$ cat src/rtl/ldclk_pkg.sv
package ldclk_pkg;

    localparam int ADDR_W = 5;
    localparam int CODE_W = 3;
    localparam int MOD_W  = 4;

    typedef struct packed {
        logic              mute;
        logic [CODE_W-1:0] code;
    } ldclk_entry_t;

    typedef enum logic [1:0] {
        ST_MUTE = 2'd0,
        ST_HIGH = 2'd1,
        ST_LOW  = 2'd2
    } ldclk_state_t;

    function automatic logic [MOD_W-1:0] div_of_code(input logic [CODE_W-1:0] c);
        case (c)
            3'd0:    return 4'd3;
            3'd1:    return 4'd4;
            3'd2:    return 4'd5;
            3'd3:    return 4'd6;
            3'd4:    return 4'd8;
            3'd5:    return 4'd10;
            default: return 4'd4;
        endcase
    endfunction

endpackage

$ cat src/rtl/ldclk_table.sv
module ldclk_table
    import ldclk_pkg::*;
(
    input  logic [ADDR_W-1:0] addr_i,
    output ldclk_entry_t      entry_o
);

    always_comb begin
        case (addr_i)
            5'd0:    entry_o = '{mute: 1'b0, code: 3'd0};
            5'd1:    entry_o = '{mute: 1'b0, code: 3'd1};
            5'd2:    entry_o = '{mute: 1'b0, code: 3'd2};
            5'd3:    entry_o = '{mute: 1'b0, code: 3'd3};
            5'd4:    entry_o = '{mute: 1'b0, code: 3'd4};
            5'd5:    entry_o = '{mute: 1'b0, code: 3'd5};
            5'd6:    entry_o = '{mute: 1'b0, code: 3'd6};
            5'd7:    entry_o = '{mute: 1'b0, code: 3'd7};
            5'd8:    entry_o = '{mute: 1'b0, code: 3'd0};
            5'd9:    entry_o = '{mute: 1'b0, code: 3'd1};
            5'd10:   entry_o = '{mute: 1'b0, code: 3'd2};
            5'd11:   entry_o = '{mute: 1'b0, code: 3'd3};
            5'd12:   entry_o = '{mute: 1'b0, code: 3'd4};
            5'd13:   entry_o = '{mute: 1'b0, code: 3'd5};
            5'd14:   entry_o = '{mute: 1'b0, code: 3'd6};
            5'd15:   entry_o = '{mute: 1'b0, code: 3'd7};
            5'd16:   entry_o = '{mute: 1'b0, code: 3'd0};
            5'd17:   entry_o = '{mute: 1'b0, code: 3'd1};
            5'd18:   entry_o = '{mute: 1'b0, code: 3'd2};
            5'd19:   entry_o = '{mute: 1'b0, code: 3'd3};
            5'd20:   entry_o = '{mute: 1'b0, code: 3'd4};
            5'd21:   entry_o = '{mute: 1'b0, code: 3'd5};
            5'd22:   entry_o = '{mute: 1'b0, code: 3'd6};
            5'd23:   entry_o = '{mute: 1'b0, code: 3'd7};
            5'd24:   entry_o = '{mute: 1'b0, code: 3'd0};
            5'd25:   entry_o = '{mute: 1'b0, code: 3'd1};
            5'd26:   entry_o = '{mute: 1'b0, code: 3'd2};
            5'd27:   entry_o = '{mute: 1'b0, code: 3'd3};
            5'd28:   entry_o = '{mute: 1'b1, code: 3'd4};
            5'd29:   entry_o = '{mute: 1'b1, code: 3'd5};
            5'd30:   entry_o = '{mute: 1'b1, code: 3'd6};
            5'd31:   entry_o = '{mute: 1'b1, code: 3'd7};
            default: entry_o = '{mute: 1'b1, code: 3'd1};
        endcase
    end

endmodule

$ cat src/rtl/ldclk_fsm.sv
module ldclk_fsm
    import ldclk_pkg::*;
#(
    parameter int CNT_W = 3
) (
    input  logic             clk_i,
    input  logic             rst_ni,
    input  ldclk_entry_t     entry_i,
    output logic             rise_pulse_o,
    output logic             odd_o,
    output logic [MOD_W-1:0] mod_o
);

    localparam logic [CNT_W-1:0] ONE = CNT_W'(1);

    ldclk_state_t     state_q, state_d;
    logic [CNT_W-1:0] cnt_q, cnt_d;
    logic [CNT_W-1:0] hi_q, hi_d;
    logic [CNT_W-1:0] lo_q, lo_d;
    logic [MOD_W-1:0] mod_q, mod_d;
    logic             odd_q, odd_d;
    logic             pulse_q;
    logic             load;
    logic [MOD_W-1:0] div_new;

    assign div_new = div_of_code(entry_i.code);

    // next-state and datapath selection
    always_comb begin
        state_d = state_q;
        cnt_d   = cnt_q + ONE;
        hi_d    = hi_q;
        lo_d    = lo_q;
        mod_d   = mod_q;
        odd_d   = odd_q;
        load    = 1'b0;
        unique case (state_q)
            ST_MUTE: begin
                cnt_d = '0;
                if (!entry_i.mute) begin
                    load = 1'b1;
                end
            end
            ST_HIGH: begin
                if (cnt_q == hi_q - ONE) begin
                    state_d = ST_LOW;
                    cnt_d   = '0;
                end
            end
            ST_LOW: begin
                if (cnt_q == lo_q - ONE) begin
                    if (entry_i.mute) begin
                        state_d = ST_MUTE;
                        cnt_d   = '0;
                        mod_d   = '0;
                        odd_d   = 1'b0;
                    end else begin
                        load = 1'b1;
                    end
                end
            end
            default: begin
                state_d = ST_MUTE;
                cnt_d   = '0;
                mod_d   = '0;
                odd_d   = 1'b0;
            end
        endcase
        if (load) begin
            state_d = ST_HIGH;
            cnt_d   = '0;
            mod_d   = div_new;
            odd_d   = div_new[0];
            hi_d    = CNT_W'(div_new >> 1);
            lo_d    = CNT_W'(div_new - (div_new >> 1));
        end
    end

    // state register
    always_ff @(posedge clk_i or negedge rst_ni) begin
        if (!rst_ni) begin
            state_q <= ST_MUTE;
            cnt_q   <= '0;
            hi_q    <= '0;
            lo_q    <= '0;
        end else begin
            state_q <= state_d;
            cnt_q   <= cnt_d;
            hi_q    <= hi_d;
            lo_q    <= lo_d;
        end
    end

    // registered outputs, decoded from the next state
    always_ff @(posedge clk_i or negedge rst_ni) begin
        if (!rst_ni) begin
            pulse_q <= 1'b0;
            mod_q   <= '0;
            odd_q   <= 1'b0;
        end else begin
            pulse_q <= (state_d == ST_HIGH);
            mod_q   <= mod_d;
            odd_q   <= odd_d;
        end
    end

    assign rise_pulse_o = pulse_q;
    assign odd_o        = odd_q;
    assign mod_o        = mod_q;

endmodule

$ cat src/rtl/ldclk_halfret.sv
module ldclk_halfret (
    input  logic clk_i,
    input  logic rst_ni,
    input  logic pulse_i,
    input  logic enable_i,
    output logic pulse_o
);

    logic late_q;

    // half-cycle delayed copy, only passed on for odd moduli
    always_ff @(negedge clk_i or negedge rst_ni) begin
        if (!rst_ni) begin
            late_q <= 1'b0;
        end else begin
            late_q <= pulse_i & enable_i;
        end
    end

    assign pulse_o = late_q;

endmodule

$ cat src/rtl/ldclk_div.sv
module ldclk_div
    import ldclk_pkg::*;
#(
    parameter int CNT_W = 3
) (
    input  logic              clk_i,
    input  logic              rst_ni,
    input  logic [ADDR_W-1:0] fsel_i,
    output logic              ld_clk_o,
    output logic [MOD_W-1:0]  mod_o
);

    ldclk_entry_t entry;
    logic         pulse_r;
    logic         pulse_f;
    logic         odd;

    ldclk_table u_table (
        .addr_i  (fsel_i),
        .entry_o (entry)
    );

    ldclk_fsm #(.CNT_W(CNT_W)) u_fsm (
        .clk_i        (clk_i),
        .rst_ni       (rst_ni),
        .entry_i      (entry),
        .rise_pulse_o (pulse_r),
        .odd_o        (odd),
        .mod_o        (mod_o)
    );

    ldclk_halfret u_halfret (
        .clk_i    (clk_i),
        .rst_ni   (rst_ni),
        .pulse_i  (pulse_r),
        .enable_i (odd),
        .pulse_o  (pulse_f)
    );

    assign ld_clk_o = pulse_r | pulse_f;

endmodule

$ cat config.mk
export PLATFORM = sky130hd
export DESIGN_NAME = ldclk_div
export DESIGN_NICKNAME = d
export VERILOG_FILES = /design/src/rtl/ldclk_pkg.sv /design/src/rtl/ldclk_table.sv /design/src/rtl/ldclk_fsm.sv /design/src/rtl/ldclk_halfret.sv /design/src/rtl/ldclk_div.sv
export SDC_FILE = /design/constraint.sdc
export NUM_CORES = 1
export LEC_CHECK = 0
export BUFFER_PORTS_ARGS = -buffer_cell sky130_fd_sc_hd__buf_2
export CAP_MARGIN = 5
export CORE_ASPECT_RATIO = 1.1
export CORE_UTILIZATION = 47
export CTS_CLUSTER_DIAMETER = 200
export CTS_CLUSTER_SIZE = 20
export DETAILED_ROUTE_END_ITERATION = 16
export PLACE_DENSITY_LB_ADDON = 0.08
export SYNTH_ARGS = -nofsm -noshare
export SYNTH_HDL_FRONTEND = slang
export SYNTH_SLANG_ARGS = --single-unit
$ cat constraint.sdc
create_clock -name clk_i -period 2.5 [get_ports clk_i]
set_clock_uncertainty 0.1 [all_clocks]
set_input_delay 0 -clock clk_i [delete_from_list [all_inputs] [get_ports clk_i]]
set_output_delay 0 -clock clk_i [all_outputs]
set_load 0.005 [all_outputs]
==> flow_summary.json, run 1 <==
{
  "status": "completed",
  "ant_nets": 0,
  "p_leak_nw": 0.602,
  "p_comb_share_pct": 57.7,
  "yosysSeqAreaShare_pct": 41.5,
  "dp.cells": 127,
  "synth_edf_count": 0,
  "rsz0062_at_grt": "false",
  "fin_tns_setup_ns": 0,
  "clock_path_buffers": 2,
  "syn2layout_area_growth_pct": 14.9,
  "p_seq_share_pct": 32.5,
  "drtIter0Drc": 15,
  "postCtsSetupBuffers": 0,
  "place.gp.congestion": 0.830,
  "num_rows": 17,
  "start_kind": "flop",
  "drc": 0,
  "timing.rr.start": "u_fsm.lo_q[0]",
  "drive_gt1_share_pct": 24.3,
  "relSlewSlack_pct": 73.9,
  "power_density_nw_per_um2": 1250,
  "nFillCells": 193,
  "cp.arrival_ns": 2.27,
  "design_area_um2": 1180,
  "async_reset_ff_share_pct": 100,
  "hold_path.class": "in -> reg",
  "final_core_util_pct": 57.7,
  "end_kind": "output pin",
  "power.switching_uw": 611,
  "synth_compound_area_share_pct": 12.0,
  "required_ns": 2.40,
  "setup_violations": 0,
  "postSynthCellCount": 88,
  "min_from": "fsel_i[2]",
  "r2r_slack_ns": 0.22,
  "clk_pin_slew_ns": 0.09,
  "start_util_pct": 50.2,
  "fin_ws_ns": 0.135,
  "stdcell_count": 135,
  "grt_pass1_wl_um": 3420,
  "wl_per_cell_um": 15.0,
  "syn_area_per_cell_um2": 11.7,
  "grt_usage_pct": 21.2,
  "internal-power_uw": 857,
  "synth_top_family_by_area": "compound AO/OA/AOI/OAI gates",
  "dp_hpwl_um": 1500,
  "ys_warn_count": 0,
  "yosys.area_share.simple_pct": 12.0,
  "synth_ff_type": "dfrtp_1",
  "synthMuxAreaShare_pct": 7.44,
  "antenna_found_initial": 0,
  "drv_slew": 0,
  "portBuffers": 11,
  "cts_num_sinks": 17,
  "cap_violations": 0,
  "num_antenna_cells": 0,
  "grt_start_max_net_pins": 17,
  "clkLatencyLatePin_ns": 0.28,
  "htreeDepth": 1,
  "numCtsBuffers": 3,
  "grt_pass1_vias": 739,
  "tritoncts": "built",
  "routed_wl_um": 2030,
  "synthAdderAreaFrac_pct": 11.7,
  "clkPwrFrac_pct": 9.8,
  "ir_drop_v": 0.000605,
  "startpoint": "u_halfret.pulse_o",
  "num-nets-final": 124,
  "via_count": 716,
  "die_x_um": 46.5,
  "dpl-instance-area_um2": 1110,
  "ys_ff_latch": 17,
  "vias_per_cell": 5.30,
  "ys_types": 34,
  "final_hold_viol_count": 0,
  "synthXorXnorAreaFrac_pct": 10.7,
  "clockRootBuffer": "clkbuf_4",
  "regArea_um2": 425,
  "path_class": "reg -> out",
  "die-area_um2": 2370,
  "io-pin-count": 12,
  "die_height_um": 51,
  "coreArea_um2": 2040,
  "overflow": 0,
  "path_max_fanout": 1,
  "swShare_pct": 41.6,
  "place_ws_ns": 0.328,
  "dr.pass1.iters": 4,
  "worstMarginPinSlew_ns": 0.387,
  "synth_nets": 104,
  "mappedNetlistArea_um2": 1030,
  "multi_input_area_um2": 552
}
==> cells in the final DEF (no fill, tap or decap) <==
cell type,n
mux2_4,3
xnor3_4,1
a22o_1,2
o21a_1,1
dfrtp_1,16
xnor3_1,1
xor2_1,7
a21o_1,1
nand3_1,4
o2bb2ai_1,2
clkbuf_4,3
a41o_1,1
nand4b_1,2
o21bai_1,2
nor2_1,3
dfrtn_1,1
inv_1,8
a22oi_1,1
nand4_1,1
a221oi_2,1
nor3_1,3
buf_2,11
a21oi_1,1
nor4b_2,1
mux2_2,1
o21ai_2,1
dlygate4sd3_1,4
buf_4,2
clkbuf_1,1
fa_1,1
o21ai_0,1
and2_1,1
nand2_1,5
a31oi_1,1
ha_1,8
mux2i_1,2
or2_2,2
==> through the flow <==
step	hold slack [ns]	total power, mW
floorplan	-0.396	1.13
global route	0.0977	1.59
CTS	0.0647	1.47
global placement	-0.0941	1.28
detailed placement	-0.0900	1.31
finish	0.0849	1.47
==> synthesized netlist by cell type, types with 2 or more instances <==
cell type	count	area share, %
nand4b_1	2	1.7
a22o_1	2	1.7
o2bb2ai_1	2	1.7
nand3_1	4	2.0
o21bai_1	2	1.5
xor2_1	7	6.0
ha_1	8	9.8
mux2_4	3	4.4
or2_2	2	1.2
dfrtp_1	16	39
nor3_1	3	1.5
mux2i_1	2	2.0
inv_1	8	2.9
nand2_1	5	1.8
nor2_1	3	1.1
==> power groups by stage <==
stage	Combinational [mW]	Clock (mW)	Sequential, mW
floorplan	0.661	0	0.466
global placement	0.794	0	0.484
detailed placement	0.825	0	0.484
CTS	0.835	0.154	0.478
global route	0.933	0.167	0.493
finish	0.847	0.144	0.477
==> critical path: stages (launching register included) <==
cell and delay (ns):
dfrtn_1 0.32, or2_2 0.28, buf_2 0.13
==> cell families after synthesis <==
family / after synthesis
AOI/OAI and AO/OA: 15
xor gates and xnor gates: 9
adders and majority gates: 9
buffers and inverters: 10
DFF: 17
muxes: 6
and+or+nand+nor: 22
==> layer usage <==
metal	vias up	wire length, µm	track usage, %
li1	350	-	-
met1	345	885	25.5
met2	19	1060	35.4
met3	2	69	4.24
met4	0	17	8.82
met5	-	0	0
==> final timing paths <==
kind / cells after the start / end
max: 2 / ld_clk_o
min: 4 / u_fsm.mod_o[3]
max reg2reg: 7 / u_fsm.hi_q[0]
min reg2reg: 1 / u_fsm.mod_o[2]
max in group asynchronous: 2 / u_halfret.pulse_o
min in group asynchronous: 3 / u_fsm.lo_q[2]
==> cell type report <==
class	count	share of cell area, %
tap	28	2.97
sequential	17	36.1
timing repair buffer	17	9.34
clock buffer	4	2.23
inverter	8	2.55
multi-input combinational	61	46.8
==> state kept, by name, indices dropped and copies added, names as in the netlist <==
register,cells
u_fsm.cnt_q,3
u_fsm.hi_q,3
u_fsm.lo_q,3
u_fsm.mod_o,3
u_fsm.state_q,2
u_fsm.odd_o,1
u_fsm.rise_pulse_o,1
u_halfret.pulse_o,1
==> what timing repair did <==
action | 4_1_cts | 5_1_grt
hold buffers | 4 | 0
resized for setup | 0 | 0
hold endpoints to repair | 18 | 0
Power figures use the tool's default switching activity.
==> run 2, diff against run 1 <==
--- a/config.mk
+++ b/config.mk
@@ -8,7 +8,7 @@
 export BUFFER_PORTS_ARGS = -buffer_cell sky130_fd_sc_hd__buf_2
 export CAP_MARGIN = 5
 export CORE_ASPECT_RATIO = 1.1
-export CORE_UTILIZATION = 47
+export CORE_UTILIZATION = 55
 export CTS_CLUSTER_DIAMETER = 200
 export CTS_CLUSTER_SIZE = 20
 export DETAILED_ROUTE_END_ITERATION = 16
==> run 2 against run 1 <==
  * Routed wire length is 11% lower
  * Utilization rose by 8.1 points
  * Non-clock buffer count fell by 1
  * Critical path type unchanged
  * Critical endpoint unchanged
  * Largest cell class unchanged
==> flow_summary.json, run 2 (synthesis results as in run 1) <==
{
  "die_height_um": 47.3,
  "drtIter0Drc": 20,
  "layout_commonest_cell": "dfrtp_1",
  "power_density_nw_per_um2": 1240,
  "htreeDepth": 1,
  "numCtsBuffers": 3,
  "final_cell_mix": "dfrtp_1, buf_2, inv_1, ha_1, xor2_1",
  "num_rows": 16,
  "num-nets-final": 123,
  "final_core_util_pct": 65.8,
  "dp_hpwl_um": 1370,
  "fin_ws_ns": 0.123,
  "antenna_found_initial": 0,
  "p_leak_nw": 0.600,
  "cts.repair.resized": 0,
  "power.total_mw": 1.44,
  "start_util_pct": 58.2,
  "tritoncts": "built",
  "wl_per_cell_um": 14.5,
  "portBuffers": 11,
  "dp.cells": 116,
  "die-area_um2": 2040,
  "path_max_fanout": 1,
  "place_ws_ns": 0.326,
  "cap_violations": 0,
  "num_antenna_cells": 0,
  "ant_nets": 0,
  "end_kind": "output pin",
  "grt_start_max_net_pins": 18,
  "path_class": "reg -> out",
  "setup_violations": 0,
  "required_ns": 2.40,
  "clkLatencyLatePin_ns": 0.30,
  "design_area_um2": 1160,
  "worst_hold_slack_ns": 0.0479,
  "status": "completed",
  "fin_tns_setup_ns": 0,
  "die_x_um": 43.2,
  "drv_slew": 0,
  "clk_pin_slew_ns": 0.11,
  "drive_gt1_share_pct": 24.5,
  "worstMarginPinSlew_ns": 0.386,
  "dr.pass1.iters": 4,
  "routed_wl_um": 1800,
  "grt_usage_pct": 20.4,
  "io-pin-count": 12,
  "relSlewSlack_pct": 74.3,
  "final_hold_viol_count": 0,
  "coreArea_um2": 1760,
  "rsz0062_at_grt": "false",
  "clockRootBuffer": "clkbuf_4",
  "cp.arrival_ns": 2.28,
  "dpl-instance-area_um2": 1090,
  "via_count": 691,
  "grt_pass1_vias": 679,
  "vias_per_cell": 5.57,
  "hold_path.class": "in -> async",
  "stdcell_count": 124,
  "ir_drop_v": 0.000751,
  "drc": 0,
  "cts_num_sinks": 17,
  "place.gp.congestion": 0.878,
  "clock_path_buffers": 2,
  "overflow": 0,
  "grt_pass1_wl_um": 2950,
  "syn2layout_area_growth_pct": 13.0,
  "postCtsSetupBuffers": 0,
  "start_kind": "flop"
}
[run 2: changes by cell type in the layout (fill, tap and decap cells not counted), sizes merged]
| cell | previous run | this run |
|---|---|---|
| buf | 13 | 12 |
| clkbuf | 4 | 3 |
| clkinv | 0 | 1 |
[run 2: what timing repair did]
item	CTS	global route
hold buffers	4	0
setup endpoints to repair	0	0
endpoints found under the hold margin	19	0
[run 2: per-layer routing]
metal,up-vias,global-route usage (%),share of wire (%)
met1,323,26.7,48
met3,2,3.46,4.1
met4,0,9.09,0.50
met2,19,33.7,47
li1,347,-,-
met5,-,0,0
[run 2: power breakdown]
part	total [mW]	switching [mW]	internal, mW
logic	0.810	0.412	0.399
clock network	0.153	0.0930	0.0597
registers	0.476	0.0815	0.395
total	1.44	0.586	0.853
[run 2: cell type report]
cell class              count  area [µm²]
fillers                   138         602
repair buffers             16         103
multi-input cells          61         552
flip-flops and latches     17         425
inverters                   8        30.0
well taps                  18        22.5
clock buffers               3        22.5
clock inverters             1        5.00
[run 2: worst max-delay path: stages, from the launching register on]
cell and delay, ns:
dfrtn_1 0.33, or2_2 0.28, buf_2 0.12
[run 2: path summary, 6_finish.rpt]
path                                        start  slack (ns)                end  depth (start not counted)
min in group clk_i                      fsel_i[2]        0.06      u_fsm.lo_q[0]                          4
worst min-delay path                       rst_ni        0.05     u_fsm.mod_o[3]                          2
worst min register to register     u_fsm.mod_o[2]        0.40     u_fsm.mod_o[2]                          1
worst max register to register      u_fsm.lo_q[0]        0.31      u_fsm.lo_q[2]                          7
max in group asynchronous                  rst_ni        0.81  u_halfret.pulse_o                          2
worst max-delay path            u_halfret.pulse_o        0.12           ld_clk_o                          2
==> run 3, diff against run 2 <==
--- a/config.mk
+++ b/config.mk
@@ -6,13 +6,14 @@
 export NUM_CORES = 1
 export LEC_CHECK = 0
 export BUFFER_PORTS_ARGS = -buffer_cell sky130_fd_sc_hd__buf_2
-export CAP_MARGIN = 5
 export CORE_ASPECT_RATIO = 1.1
 export CORE_UTILIZATION = 55
 export CTS_CLUSTER_DIAMETER = 200
 export CTS_CLUSTER_SIZE = 20
 export DETAILED_ROUTE_END_ITERATION = 16
+export GPL_TIMING_DRIVEN = 0
 export PLACE_DENSITY_LB_ADDON = 0.08
+export SLEW_MARGIN = 0
 export SYNTH_ARGS = -nofsm -noshare
 export SYNTH_HDL_FRONTEND = slang
 export SYNTH_SLANG_ARGS = --single-unit
==> run 3 against run 2 <==
  * Cell count grew 0.81%
  * Critical path type unchanged
  * Power rose by 1.3%
  * Largest power group unchanged
  * Non-clock buffer count up 1
  * Sequential cell count unchanged
  * Worst hold slack got worse by 0.0050 ns
  * Die area stayed put
  * Clock power is essentially flat
  * Combinational power grew 2.6%
  * Setup slack gained 0.0033 ns
  * Global-route usage down 0.58 points
  * Design area increased by 0.97%
==> flow_summary.json, run 3 (synthesis results as in run 1) <==
{
  "status": "completed",
  "cap_violations": 0,
  "ant_nets": 0,
  "layout_commonest_cell": "dfrtp_1",
  "setup_violations": 0,
  "power_density_nw_per_um2": 1250,
  "fin_ws_ns": 0.126,
  "tritoncts": "built",
  "vias_per_cell": 5.74,
  "multi_input_area_um2": 552,
  "relSlewSlack_pct": 74.7,
  "final_hold_viol_count": 0,
  "dp_hpwl_um": 1340,
  "drv_slew": 0,
  "wl_per_cell_um": 14.3,
  "end_kind": "output pin",
  "path_max_fanout": 1,
  "clock_path_buffers": 2,
  "r2r_slack_ns": 0.40,
  "dr.pass1.iters": 4,
  "syn2layout_area_growth_pct": 14.1,
  "clkLatencyLatePin_ns": 0.30,
  "p_leak_nw": 0.606,
  "dpl-instance-area_um2": 1100,
  "clk_pin_slew_ns": 0.11,
  "r2r_cells": 7,
  "grt_start_max_net_pins": 18,
  "die-area_um2": 2040,
  "ir_drop_v": 0.000653,
  "antenna_found_initial": 0,
  "rsz0062_at_grt": "false",
  "routed.top_layer": "met4",
  "portBuffers": 11,
  "final_cell_mix": "dfrtp_1, buf_2, inv_1, ha_1, xor2_1",
  "num_antenna_cells": 0,
  "regArea_um2": 425,
  "die_x_um": 43.2,
  "drc": 0,
  "via_count": 717,
  "place.gp.congestion": 0.799,
  "worstMarginPinSlew_ns": 0.379,
  "grt_usage_pct": 19.8,
  "numCtsBuffers": 3,
  "cts_num_sinks": 17,
  "die_height_um": 47.3,
  "wl_met3_um": 65,
  "num_rows": 16,
  "grt_pass1_wl_um": 2790,
  "power.total_mw": 1.46,
  "timing.rr.start": "u_fsm.lo_q[0]",
  "htreeDepth": 1,
  "cts_hold_buf": 4,
  "hold_path.class": "in -> async",
  "wl_met2_um": 897,
  "coreArea_um2": 1760,
  "m1WireLength_um": 804,
  "r2r-end": "u_fsm.hi_q[2]",
  "routed_wl_um": 1780,
  "num-nets-final": 124,
  "cp.arrival_ns": 2.27,
  "start_kind": "flop",
  "fin_tns_setup_ns": 0,
  "grt_pass1_vias": 638,
  "path_class": "reg -> out",
  "postCtsSetupBuffers": 0,
  "io-pin-count": 12,
  "drive_gt1_share_pct": 25.2,
  "nFillCells": 146,
  "required_ns": 2.40,
  "place_ws_ns": 0.416,
  "start_util_pct": 58.2,
  "cts.repair.resized": 0,
  "drtIter0Drc": 16,
  "overflow": 0,
  "clockRootBuffer": "clkbuf_4",
  "design_area_um2": 1170
}
[run 3: through the flow]
stage,utilization (%),instances,hold WS [ns]
2_1_floorplan,-,88,-0.396
3_3_place_gp,62.6,117,-0.160
3_5_place_dp,62.6,117,-0.154
4_1_cts,66.5,125,0.0518
5_1_grt,66.5,125,0.0892
6_report,66.5,125,0.0429
[run 3: final cells by class]
type	instances	area share [%]
plain buffers	2	1.60
clock buffers	3	1.92
clock inverters	1	0.427
inverters	8	2.56
multi-input cells	61	47.1
flip-flops and latches	17	36.3
well taps	18	1.92
repair buffers	15	8.12
[run 3: worst max-delay path, cell delays in order (launching register included)]
cell and delay [ns]:
dfrtn_1 0.33, or2_2 0.28, buf_2 0.12
[run 3: how the worst max path moves through the flow]
stage,startpoint,to,slack (ns)
4_1_cts,u_halfret.pulse_o,ld_clk_o,0.12
2_1_floorplan,u_fsm.odd_o,u_halfret.pulse_o,0.49
3_3_place_gp,u_halfret.pulse_o,ld_clk_o,0.45
3_5_place_dp,fsel_i[0],u_fsm.lo_q[2],0.42
6_report,u_halfret.pulse_o,ld_clk_o,0.13
5_1_grt,u_halfret.pulse_o,ld_clk_o,0.08
[run 3: where the power goes]
group          internal, mW  total, mW  switching (mW)
clock                0.0596      0.152          0.0929
combinational         0.411      0.831           0.420
sequential            0.395      0.475          0.0798
[run 3: metal layers]
layer | GRT usage, % | vias up
li1 | - | 348
met1 | 24.8 | 348
met2 | 33.7 | 19
met3 | 2.31 | 2
met4 | 11.5 | 0
met5 | 0 | -
